<file path="src/rtl/aec_capture.sv">
module aec_capture #(
  parameter int unsigned    ADDR_W  = 32,
  parameter int unsigned    CODE_W  = 12,
  parameter logic [CODE_W-1:0] CODE_RD = 12'h0E0,
  parameter logic [CODE_W-1:0] CODE_WR = 12'h100
) (
  input  logic              clk,
  input  logic              rst_n,
  input  logic              err,
  input  logic              is_write,
  input  logic [ADDR_W-1:0] addr,
  input  logic [ADDR_W-1:0] resume_pc,
  output logic              req_q,
  output logic [CODE_W-1:0] code_q,
  output logic [ADDR_W-1:0] addr_q,
  output logic [ADDR_W-1:0] pc_q
);
  logic [CODE_W-1:0] code_d;
  logic              hold_en;

  always_comb begin
    hold_en = err;
    code_d  = is_write ? CODE_WR : CODE_RD;
  end

  always_ff @(posedge clk or negedge rst_n) begin
    if (!rst_n) begin
      req_q <= 1'b0;
    end else begin
      req_q <= err;
    end
  end

  always_ff @(posedge clk or negedge rst_n) begin
    if (!rst_n) begin
      code_q <= '0;
      addr_q <= '0;
      pc_q   <= '0;
    end else if (hold_en) begin
      code_q <= code_d;
      addr_q <= addr;
      pc_q   <= resume_pc;
    end
  end
endmodule

</file>
<file path="config.mk">
export PLATFORM = sky130hd
export DESIGN_NAME = aec_capture
export DESIGN_NICKNAME = d
export VERILOG_FILES = /design/src/rtl/aec_capture.sv
export SDC_FILE = /design/constraint.sdc
export NUM_CORES = 1
export LEC_CHECK = 0
export BUFFER_PORTS_ARGS = -buffer_cell sky130_fd_sc_hd__buf_2
export CORE_ASPECT_RATIO = 1.75
export CORE_MARGIN = 3
export CORE_UTILIZATION = 40
export CTS_CLUSTER_DIAMETER = 120
export CTS_CLUSTER_SIZE = 20
export DETAILED_ROUTE_END_ITERATION = 7
export PLACE_DENSITY = 0.73
export SYNTH_ARGS = -nofsm -noshare
export SYNTH_HDL_FRONTEND = slang
export SYNTH_SLANG_ARGS = --single-unit
</file>
<file path="constraint.sdc">
create_clock -name clk -period 0.94 [get_ports clk]
set_input_delay 0.047 -clock clk [delete_from_list [all_inputs] [get_ports clk]]
set_output_delay 0.047 -clock clk [all_outputs]
set_load 0.05 [all_outputs]
</file>
# Word-level counts from Yosys, hierarchy flattened
# Cells that the tools add are included.
dict set report totals {
  ff_bits 77
  input_bits 68
  output_inout_bits 77
}
dict set report classes {
  n_mux 1
}
# operator n
set ops {}
lappend ops {{$mux 9} 1}

# Depth between registers and ports, before layout
dict set report depth {
  ltp_word 1
  depth_mapped 3
  mapped_depth_nobuf 2
}

# Least setup slack after synthesis
# Ideal clock, no wire load.
dict set report synth_path {
  path_type {reg2reg}
  from {register, netlist name addr_q[10]}
  to {register addr_q[10]}
  t_arrival_ps 869
  slack_ps -54
  stages_incl_launch_ff 2
  n_path_buf 0
  synth_period_minus_slack_ps 994
  path_cell_list {dfrtp_1 mux2_4}
}
# item line
set synth_lines {}
lappend synth_lines {{end signal, assigned} 41} ;# addr_q <= addr;
lappend synth_lines {{end, declared} 15} ;# output logic [ADDR_W-1:0] addr_q,

==> impl_metrics.toml <==
[timing]
rsz0062_at_grt = "yes"
period_share = 1.037
setup-tns-final_ps = -357.3
fin_skew_ps = 0
slew_viol_final = 0
final-setup-viol-count = 29
min_period_ps = 975.0
timing.fmax_mhz = 1026
hold_viol = 0
setup_ws_ps = -35.04

[synthesis]
syn_area_um2 = 2718
synth_seq_cells = 67
yosysTopAreaCellShare = 0.6169
synth.yosys.warnings = 0
synth_area_per_cell_um2 = 17.88
yosysSeqAreaShare = 0.6169
synth_edf_count = 0
async_flop_share = 1.000
synth_most_common_cell = "dfrtp_1"
synthCells = 152
netlist_top_cells_count = "dfrtp_1 (67), mux2_4 (40), mux2_2 (25)"
synth_area_leaders = "dfrtp_1 (62%), mux2_4 (22%), mux2_2 (10%)"
synth_top_area_cell = "dfrtp_1"
yosys_most_used_dff = "dfrtp_1"
yosys.cell_types.count = 9

[route]
totalWireLength_mm = 8.422
dr.pass1.iters = 4
vias_per_cell = 4.579
drt_iter0_markers = 75
wire_per_inst_um = 18.19
drc = 0
postRouteAntennaNets = 0
vias = 2120

[finish]
layout.cells.non_filler = 463
syn_to_final_growth_pct = 87.15
nets = 443
layout-drive-gt1-share = 0.7974
final_area_um2 = 5086

[worst_setup_path]
crit_type = "reg -> reg"
required_ps = 1140
worstPathMaxFanout = 2
crit_buf_inv = 1
endpoint_kind = "flip-flop"
crit_slowest_cell = "dfrtp_2"
crit_path_max_incr_delay_ps = 420
cpLargestDelayFamily = "flip-flops"
crit_start = "addr_q[9]$_DFFE_PN0P_"
cp_cell_sequence = "buf_4, mux2_4"
critPathLaunchType = "flip-flop"
r2r-start = "addr_q[9]$_DFFE_PN0P_"
worst_ep_arrival_time_ps = 1180

[placement]
hpwl_mm = 4.384
place_area_um2 = 3553
io_buffers = 136
dp_cells = 366
gp_congestion = 0.7358

[global_route]
grt_overflow = 0
grtUsageMet1 = 0.2080
gr-usage-met2 = 0.4053
antenna_found_initial = 1
grt_pass1_vias = 2384
grt_use_total = 0.2197
top_usage_layer = "met2"
grt_max_degree = 31
use_met3 = 0.06158
grt_pass1_wl_mm = 12.15

[clocking]
cts_buffer_depth = 2
path_clk_slew_ps = 60
clk_latency_ps = 320
h-tree-depth = 3
cts_root_buf = "clkbuf_16"
cts_tree = "built"
numCtsBuffers = 9
cts.sinks = 67

[floorplanning]
start_util = 0.4156
dieArea_um2 = 7858
core_um2 = 6539
dieWidth_um = 68.31
ios = 145
die_h_um = 115.0
rows = 39

[power]
total_power_w = 0.009958
p_leak_nw = 2.413
vdd_drop_max_uv = 1262
power.density_nw_per_um2 = 1958

[min_path]
worstHoldStart = "err"
holdCritPathClass = "in -> reg"

[outcome]
violations = "setup timing"
status = "complete, but fails checks"

[job]
drv_cap = 0
==> stage by stage <==
step                setup WS [ps]  hold slack, ps    util
global placement            85.43           15.63  0.5434
floorplan                   30.53          -248.6       -
finish                     -35.04           109.2  0.7778
detailed placement          64.18           30.60  0.5434
global route               -55.06           101.6  0.7778
CTS                        -34.64           88.46  0.7614
==> logic make-up after synthesis <==
kind of cell / after synthesis / share of synthesized area
DFF: 67 / 0.6169
muxes: 66 / 0.3283
buffers and inverters: 18 / 0.05340
other: 1 / 0.001380
==> sequential cells by signal (all words and copies together), names as in the netlist <==
signal	flops
addr_q	32
pc_q	32
code_q	2
req_q	1
==> routing by layer <==
| metal | wire length (um) | share of wire | vias up |
|---|---|---|---|
| li1 | - | - | 952 |
| met1 | 2672 | 0.32 | 1047 |
| met2 | 5006 | 0.59 | 101 |
| met3 | 510 | 0.061 | 20 |
| met4 | 233 | 0.028 | 0 |
| met5 | 0 | 0 | - |
==> power breakdown <==
part	internal (W)	switching [W]
registers	0.00323	0.000239
logic	0.00131	0.00164
clock network	0.00231	0.00123
==> area by class of cell <==
| class | instances | area, um^2 |
|---|---|---|
| clock buffer | 9 | 225.2 |
| sequential | 67 | 1759 |
| timing repair buffer | 222 | 1978 |
| tap | 82 | 102.6 |
| antenna | 1 | 2.502 |
| inverter | 1 | 3.754 |
| clock inverter | 7 | 92.59 |
| multi-input combinational | 74 | 922.1 |
| fill | 359 | 1453 |
==> layout by cell type (no fill, tap or decap), types with 3 or more instances in the layout <==
cell and count:
dfrtp_2 66, dlygate4sd3_1 66, buf_2 66, buf_6 65
mux2_4 40, mux2_2 25, buf_4 18, clkbuf_16 9
conb_1 8, buf_8 4, clkinv_2 3, buf_12 3
==> worst reg2reg max path, delay by kind of cell, from the launching register on <==
family,cells,cell delay (ps)
flip-flops,1,420
buffers and inverters,1,140
multiplexers,1,290
==> path summary, 6_finish.rpt <==
check / cells after the start / slack [ps] / endpoint
min in group asynchronous: 3 / 270 / addr_q[12]$_DFFE_PN0P_
worst min-delay path: 2 / 110 / req_q$_DFF_PN0_
worst max register to register: 2 / -40 / addr_q[9]$_DFFE_PN0P_
worst min register to register: 1 / 530 / addr_q[1]$_DFFE_PN0P_
max in group asynchronous: 3 / 290 / addr_q[30]$_DFFE_PN0P_
worst max-delay path: 2 / -40 / addr_q[9]$_DFFE_PN0P_
==> repair_timing <==
| item | CTS | global route |
|---|---|---|
| buffers inserted | 2 | 12 |
| cloned | 0 | 0 |
| hold buffers | 66 | 0 |
| endpoints found under the hold margin | 133 | 0 |
| setup endpoints to repair | 69 | 70 |
| gates resized for setup | 138 | 4 |
Note: power is estimated with default switching activity, not from simulation.
